**config.mk**
```make
export PLATFORM = sky130hd
export DESIGN_NAME = prio_vec_intc
export DESIGN_NICKNAME = d
export VERILOG_FILES = /design/src/rtl/prio_vec_intc_pkg.sv /design/src/rtl/prio_vec_intc_edge.sv /design/src/rtl/prio_vec_intc_pick.sv /design/src/rtl/prio_vec_intc.sv
export SDC_FILE = /design/constraint.sdc
export NUM_CORES = 1
export LEC_CHECK = 0
export BUFFER_PORTS_ARGS = -buffer_cell sky130_fd_sc_hd__buf_2
export CORE_AREA = 2 2 55 57
export CTS_BUF_LIST = sky130_fd_sc_hd__clkbuf_8
export DETAILED_ROUTE_END_ITERATION = 10
export DIE_AREA = 0 0 57 59
export PLACE_DENSITY = 0.77
export SLEW_MARGIN = 20
export SYNTH_ARGS = -nofsm -noshare
export SYNTH_HDL_FRONTEND = slang
export SYNTH_SLANG_ARGS = --single-unit
```
**constraint.sdc**
```tcl
create_clock -name clk -period 1.55 [get_ports clk]
set_input_delay 0.155 -clock clk [delete_from_list [all_inputs] [get_ports clk]]
set_output_delay 0.155 -clock clk [all_outputs]
set_load 0.1 [all_outputs]
```
**src/rtl/prio_vec_intc_pkg.sv**
```systemverilog
package prio_vec_intc_pkg;
    localparam int NUM_SRC = 5;
    localparam int SRC_IW  = $clog2(NUM_SRC);

    // index equals priority rank, 0 is highest
    typedef enum logic [SRC_IW-1:0] {
        SRC_NM   = 3'd0,
        SRC_EDGE = 3'd1,
        SRC_LA   = 3'd2,
        SRC_LB   = 3'd3,
        SRC_EXT  = 3'd4
    } src_e;

    typedef enum logic {
        ST_IDLE = 1'b0,
        ST_ACK  = 1'b1
    } st_e;
endpackage

```
**src/rtl/prio_vec_intc_edge.sv**
```systemverilog
module prio_vec_intc_edge #(
    parameter int W = 1
) (
    input  logic         clk,
    input  logic         rst_n,
    input  logic [W-1:0] din,
    input  logic [W-1:0] clr,
    output logic [W-1:0] hit
);
    typedef struct packed {
        logic [W-1:0] prev;
        logic [W-1:0] flag;
    } edge_st_t;

    edge_st_t s_d, s_q;

    always_comb begin
        s_d      = s_q;
        s_d.prev = din;
        // a fresh rising edge wins over a clear in the same cycle
        s_d.flag = (din & ~s_q.prev) | (s_q.flag & ~clr);
    end

    always_ff @(posedge clk or negedge rst_n) begin
        if (!rst_n) begin
            s_q <= '0;
        end else begin
            s_q <= s_d;
        end
    end

    assign hit = s_q.flag;
endmodule

```
**src/rtl/prio_vec_intc_pick.sv**
```systemverilog
module prio_vec_intc_pick #(
    parameter int N = 5,
    localparam int IW = (N > 1) ? $clog2(N) : 1
) (
    input  logic [N-1:0]  req,
    output logic          any,
    output logic [IW-1:0] idx
);
    logic [N:0]   seen;
    logic [N-1:0] win;

    assign seen[0] = 1'b0;

    for (genvar gi = 0; gi < N; gi++) begin : g_rank
        assign seen[gi+1] = seen[gi] | req[gi];
        assign win[gi]    = req[gi] & ~seen[gi];
    end

    assign any = seen[N];

    always_comb begin
        idx = '0;
        for (int i = 0; i < N; i++) begin
            if (win[i]) idx = IW'(i);
        end
    end
endmodule

```
**src/rtl/prio_vec_intc.sv**
```systemverilog
module prio_vec_intc
    import prio_vec_intc_pkg::*;
#(
    parameter int               VEC_W    = 16,
    parameter logic [VEC_W-1:0] VEC_NM   = 'h0024,
    parameter logic [VEC_W-1:0] VEC_EDGE = 'h003C,
    parameter logic [VEC_W-1:0] VEC_LA   = 'h0034,
    parameter logic [VEC_W-1:0] VEC_LB   = 'h002C
) (
    input  logic             clk,
    input  logic             rst_n,
    input  logic             irq_nm_i,
    input  logic             irq_edge_i,
    input  logic             irq_lvl_a_i,
    input  logic             irq_lvl_b_i,
    input  logic             irq_ext_i,
    input  logic             mask_we_i,
    input  logic [3:0]       mask_wdata_i,
    output logic [3:0]       mask_rdata_o,
    input  logic             ien_set_i,
    input  logic             ien_clr_i,
    output logic             ien_o,
    input  logic             take_i,
    output logic             pend_o,
    input  logic [VEC_W-1:0] ext_vec_i,
    output logic             ext_ack_n_o,
    output logic             svc_vld_o,
    output logic [VEC_W-1:0] svc_vec_o
);
    localparam int MASK_W = 3;
    localparam int CLR_BIT = MASK_W;

    typedef struct packed {
        st_e              st;
        logic             ien;
        logic [MASK_W-1:0] mask;
        logic             svc_vld;
        logic [VEC_W-1:0] svc_vec;
    } ctl_t;

    ctl_t c_d, c_q;

    logic               edge_hit;
    logic               edge_clr;
    logic [NUM_SRC-1:0] elig;
    logic               any_elig;
    logic [SRC_IW-1:0]  pick_idx;
    src_e               win_src;
    logic               accept;
    logic [VEC_W-1:0]   fixed_vec;

    prio_vec_intc_edge #(.W(1)) u_edge (
        .clk   (clk),
        .rst_n (rst_n),
        .din   (irq_edge_i),
        .clr   (edge_clr),
        .hit   (edge_hit)
    );

    always_comb begin
        elig           = '0;
        elig[SRC_NM]   = irq_nm_i;
        elig[SRC_EDGE] = edge_hit    & ~c_q.mask[2] & c_q.ien;
        elig[SRC_LA]   = irq_lvl_a_i & ~c_q.mask[1] & c_q.ien;
        elig[SRC_LB]   = irq_lvl_b_i & ~c_q.mask[0] & c_q.ien;
        elig[SRC_EXT]  = irq_ext_i   & c_q.ien;
    end

    prio_vec_intc_pick #(.N(NUM_SRC)) u_pick (
        .req (elig),
        .any (any_elig),
        .idx (pick_idx)
    );

    assign win_src = src_e'(pick_idx);
    assign pend_o  = any_elig & (c_q.st == ST_IDLE);
    assign accept  = take_i & pend_o;

    always_comb begin
        unique case (win_src)
            SRC_NM:   fixed_vec = VEC_NM;
            SRC_EDGE: fixed_vec = VEC_EDGE;
            SRC_LA:   fixed_vec = VEC_LA;
            SRC_LB:   fixed_vec = VEC_LB;
            default:  fixed_vec = '0;
        endcase
    end

    assign edge_clr = (accept & (win_src == SRC_EDGE))
                    | (mask_we_i & mask_wdata_i[CLR_BIT]);

    always_comb begin
        c_d         = c_q;
        c_d.svc_vld = 1'b0;
        if (mask_we_i) c_d.mask = mask_wdata_i[MASK_W-1:0];
        if (ien_set_i) c_d.ien = 1'b1;
        if (ien_clr_i) c_d.ien = 1'b0;
        unique case (c_q.st)
            ST_IDLE: begin
                if (accept) begin
                    c_d.ien = 1'b0;
                    if (win_src == SRC_EXT) begin
                        c_d.st = ST_ACK;
                    end else begin
                        c_d.svc_vld = 1'b1;
                        c_d.svc_vec = fixed_vec;
                    end
                end
            end
            ST_ACK: begin
                c_d.st      = ST_IDLE;
                c_d.svc_vld = 1'b1;
                c_d.svc_vec = ext_vec_i;
            end
            default: c_d.st = ST_IDLE;
        endcase
    end

    always_ff @(posedge clk or negedge rst_n) begin
        if (!rst_n) begin
            c_q.st      <= ST_IDLE;
            c_q.ien     <= 1'b0;
            c_q.mask    <= '1;
            c_q.svc_vld <= 1'b0;
            c_q.svc_vec <= '0;
        end else begin
            c_q <= c_d;
        end
    end

    assign mask_rdata_o = {edge_hit, c_q.mask};
    assign ien_o        = c_q.ien;
    assign ext_ack_n_o  = (c_q.st != ST_ACK);
    assign svc_vld_o    = c_q.svc_vld;
    assign svc_vec_o    = c_q.svc_vec;
endmodule

```
=== After elaboration in Yosys (flattened, before gate mapping) ===
Index checks and enable logic that the tools add are counted.
Widths: inputs -> output; s select.

* Equality and inequality tests: 6
* Mux-type cells: 14
* Bitwise operators: 33
* Reductions and logical operators: 2

{| class="wikitable"
|+ Operators by type and width
! operator !! number
|-
| $mux 17 || 2
|-
| $pmux 17 s2 || 1
|-
| $pmux 6 s4 || 1
|-
| $and 1x1->1 || 17
|-
| $not 1->1 || 10
|-
| $mux 3 || 3
|-
| $eq 3x2->1 const B || 2
|-
| $or 1x1->1 || 6
|-
| $mux 1 || 5
|-
| $eq 3x1->1 const B || 1
|-
| $eq 3x3->1 const B || 1
|-
| $logic_not 3->1 || 1
|-
| $mux 2 || 1
|-
| $ne 2x1->1 const B || 1
|-
| $ne 2x2->1 const B || 1
|-
| $pmux 1 s2 || 1
|-
| $reduce_and 2->1 || 1
|}

* Register bits after elaboration: 24
* Input bits: 31
* Output and inout bits: 24
* Logic and storage cells: 62

=== Depth between registers and ports, before layout ===
* Depth after elaboration: 15
* Mapped depth: 6
* Gate-level depth less buffers: 4

=== Cells and area by module ===
A second synthesis with hierarchy kept.

* Cell total of the unflattened synthesis: 98
* Area total of the unflattened synthesis: 1,173.6 um2

{| class="wikitable"
|+ By module, submodules not included
! module !! instances !! cells each !! area each (um2) !! seq. area each (um2)
|-
| prio_vec_intc || 1 || 85 || 1,054.8 || 554.3
|-
| prio_vec_intc_edge || 1 || 5 || 70.1 || 50.0
|-
| prio_vec_intc_pick || 1 || 8 || 48.8 || 0.0
|}

=== Least setup slack after synthesis ===
No wires, ideal clock.

* Path type: flip-flop to flip-flop
* Start point: reg c_q (netlist bit ien_o)
* End point: reg c_q (netlist bit ien_o)
* Library setup time: 0.258 ns
* Arrival: 3.734 ns
* Data required time: 1.292 ns
* Path slack: -2.442 ns
* Stages on the path, launching flop included: 4
* Buffers on the path: 0
* Clock period less this slack: 3.992 ns
* Cells stage by stage: dfrtp_1 nor2_1 a311oi_1 a211oi_1

{| class="wikitable"
|+ RTL lines
! element !! RTL line !! text
|-
| start: declaration || prio_vec_intc.sv:41 || <nowiki>ctl_t c_d, c_q;</nowiki>
|}

=== Worst setup path after layout ===
* Start point: reg c_q (netlist bit mask_rdata_o[1])
* End point: out pend_o

* Longest elaborated chain between the ends: 7

{| class="wikitable"
|+ Ends and longest elaborated chain
! element !! RTL line !! text
|-
| $not 1->1 || prio_vec_intc.sv:64 || <nowiki>elig[SRC_LA] = irq_lvl_a_i & ~c_q.mask[1] & c_q.ien;</nowiki>
|-
| $and 1x1->1 (2 in series) || prio_vec_intc.sv:64 ||
|-
| $or 1x1->1 (3 in series) || prio_vec_intc_pick.sv:15 || <nowiki>assign seen[gi+1] = seen[gi] | req[gi];</nowiki>
|-
| $and 1x1->1 || prio_vec_intc.sv:76 || <nowiki>assign pend_o = any_elig & (c_q.st == ST_IDLE);</nowiki>
|-
| end: declaration || prio_vec_intc.sv:24 || <nowiki>output logic pend_o,</nowiki>
|}

Every way passes these cells.

==> results.py <==
metrics = {
    "grt": {
        "grt_pass1_vias": 928,
        "grt_overflow": 0,
        "grt_use_total": 0.1465,
        "grt_pass1_wl_microns": 3801,
        "antenna_found_initial": 0,
        "grt_max_degree": 25,
    },
    "status": {
        "failed_checks": "setup timing",
        "run_status": "finished with violations",
    },
    "cts": {
        "clockBufferDepth": 2,
        "clk_pin_slew_worst_paths_ns": 0.08,
        "root_buffer": "clkbuf_8",
        "cts-buffers-inserted": 3,
        "cts_max_level": 1,
        "clock-sinks": 24,
        "clock_latency_ns": 0.26,
        "cts_tree": "yes",
    },
    "logic_synthesis": {
        "yosys_register_bits": 24,
        "ys_types": 30,
        "synth_area_per_cell_sq_um": 11.73,
        "yosysSeqAreaShare": 0.5205,
        "yosysWarningCount": 0,
        "syn_area_sq_um": 1161,
        "synthCells": 99,
        "syn_nets": 130,
    },
    "cells_and_area": {
        "final_nets": 179,
        "finalInstanceArea_sq_um": 1559,
        "syn_to_final_growth_pct": 34.27,
        "drive_gt1_frac": 0.6327,
        "antenna_cells": 0,
        "fin_cells": 178,
    },
    "sta": {
        "fin_worst_skew_ns": 0.001504,
        "slew-limit-headroom": 0.6411,
        "worst_slew_pin_slew_ns": 0.5384,
        "setup_viol": 9,
        "fmax_mhz": 601.9,
        "maxSlewViolCount": 0,
        "min_period_ns": 1.661,
        "hold_ws_ns": 0.01574,
        "finalCritPeriodShare": 1.072,
        "hold_viol": 0,
        "fin_ws_ns": -0.1114,
        "tns_ns": -0.2046,
        "grt_setup_unrepaired": "yes",
    },
    "place": {
        "dp_cells": 166,
        "portBuffers": 54,
        "postPlaceCellArea_sq_um": 1396,
        "hpwl_microns": 1871,
        "gp_congestion": 0.7261,
    },
    "critical_path": {
        "start_kind": "flop",
        "slowest_delay_ns": 0.38,
        "arrival_ns": 1.51,
        "worst-setup-path-type": "flop to output port",
        "cp_data_required_time_ns": 1.39,
        "cpMaxStageDelayCell": "dfstp_2",
        "crit_fanout": 3,
        "path_cells": "or2b_4, a311oi_4, buf_12",
        "cp-end-kind": "output port",
    },
    "pwr": {
        "power_density_nw_per_um2": 1048,
        "cellLeakagePower_nw": 0.8360,
        "power_w": 0.001634,
        "ir_drop_mv": 0.5282,
    },
    "die": {
        "ios": 55,
        "core-area_sq_um": 2710,
        "fp-row-count": 19,
        "die_x_microns": 57,
        "dieArea_sq_um": 3363,
        "die_y_microns": 59,
        "initial_core_util": 0.4284,
    },
    "routing": {
        "routed_wl_microns": 2466,
        "drc": 0,
        "ant_nets": 0,
        "wl_per_cell_microns": 13.85,
        "drt_iter0_drc": 13,
        "viasPerCell": 5.028,
        "vias": 895,
        "drtPass1Iterations": 4,
    },
    "min_path": {
        "hold_class": "primary input to flop",
    },
    "flow_run": {
        "maxCapViolCount": 0,
    },
}
==> repair_timing <==
action                                  4_1_cts  5_1_grt
hold endpoints to repair                     21        0
hold buffers                                  1        0
cloned                                        1        0
buffers inserted                              5        1
endpoints found under the setup margin        9       16
pin swaps                                     4        3
gates resized for setup                       4        5
==> worst max-delay path: cells and delay by family (launching register included) <==
| kind | cells | cell delay [ns] |
|---|---|---|
| AO/OA/AOI/OAI | 1 | 0.38 |
| buffers and inverters | 1 | 0.22 |
| flip-flops | 1 | 0.38 |
| AND/OR/NAND/NOR | 1 | 0.26 |
==> stage by stage <==
step           utilization  setup WS, ns
6_report            0.5753       -0.1114
5_1_grt             0.5753       -0.1519
4_1_cts             0.5591       -0.1256
3_5_place_dp        0.5152      0.002866
3_3_place_gp        0.5152       0.05690
2_1_floorplan            -       -0.3986
==> flip-flops by register name, summed over array words and instances (netlist names) <==
signal        count
c_q               1
ien_o             1
mask_rdata_o      3
svc_vec_o        16
svc_vld_o         1
u_edge.hit        1
u_edge.s_q        1
==> synth_stat cells (all sizes together) <==
cell     instances  area share
buf             22        0.14
clkbuf           1      0.0032
a311oi           1      0.0075
o41ai            1       0.024
nand2            4       0.019
nor4             1      0.0054
or3              1      0.0054
a2bb2oi          2       0.015
nor2b            1      0.0054
mux2             3       0.029
dfrtp           21        0.45
a221o            1      0.0086
inv              8       0.026
o21ai            3       0.013
o31a             1      0.0075
nor2             3      0.0097
dfstp            3       0.068
a31oi            1      0.0054
nor3             1      0.0043
and2b            1      0.0065
a22o            12       0.098
or2b             2       0.015
a211oi           1      0.0065
o211ai           2       0.013
a21oi            2      0.0086
==> routing by layer <==
layer	global-route usage	vias up	share of wire
li1	-	428	-
met1	0.1461	430	0.35
met2	0.2923	37	0.58
met3	0.03712	0	0.071
met4	0.04983	0	0
met5	0	-	0
==> placed cells by master, fill, tap and decap left out, types with 2 or more instances in the layout <==
master / netlist / final
buf_2: 1 / 52
a22o_4: 0 / 4
buf_4: 20 / 12
nor2_1: 3 / 2
or2b_4: 0 / 2
a22o_1: 5 / 5
nand2_1: 3 / 3
inv_1: 8 / 8
clkbuf_8: 0 / 4
dfstp_2: 3 / 3
a22o_2: 7 / 3
dfrtp_1: 21 / 20
a21oi_1: 2 / 2
o211ai_1: 2 / 2
o21ai_0: 2 / 2
mux2_2: 3 / 3
==> path summary, 6_finish.rpt <==
kind / start / end / slack (ns) / depth (start not counted)
worst min register to register: u_edge.s_q[1] / u_edge.hit / 0.45 / 1
worst max register to register: mask_rdata_o[1] / svc_vec_o[9] / -0.02 / 6
min in group asynchronous: rst_n / svc_vec_o[0] / 0.42 / 2
worst min-delay path: irq_edge_i / u_edge.s_q[1] / 0.02 / 1
worst max-delay path: mask_rdata_o[1] / pend_o / -0.11 / 3
max in group asynchronous: rst_n / ien_o / 0.73 / 2
==> final cells by class <==
cell class,count,area (sq um)
flip-flops and latches,24,608.1
fillers,248,1151
multi-input cells,44,435.4
clock buffers,4,55.05
well taps,31,38.79
repair buffers,67,391.6
inverters,8,30.03
==> logic make-up after synthesis <==
logic type	Yosys count	share of synthesized area
AOI/OAI and AO/OA	27	0.2069
buffers and inverters	31	0.1724
DFF	24	0.5205
muxes	3	0.02909
and+or+nand+nor	14	0.07113
==> where the power goes <==
part	total, W	internal [W]	switching, W
sequential	0.000690	0.000667	0.0000229
clock	0.000406	0.000226	0.000180
combinational	0.000538	0.000152	0.000386
total	0.00163	0.00104	0.000589
(Power assumes the default switching activity.)
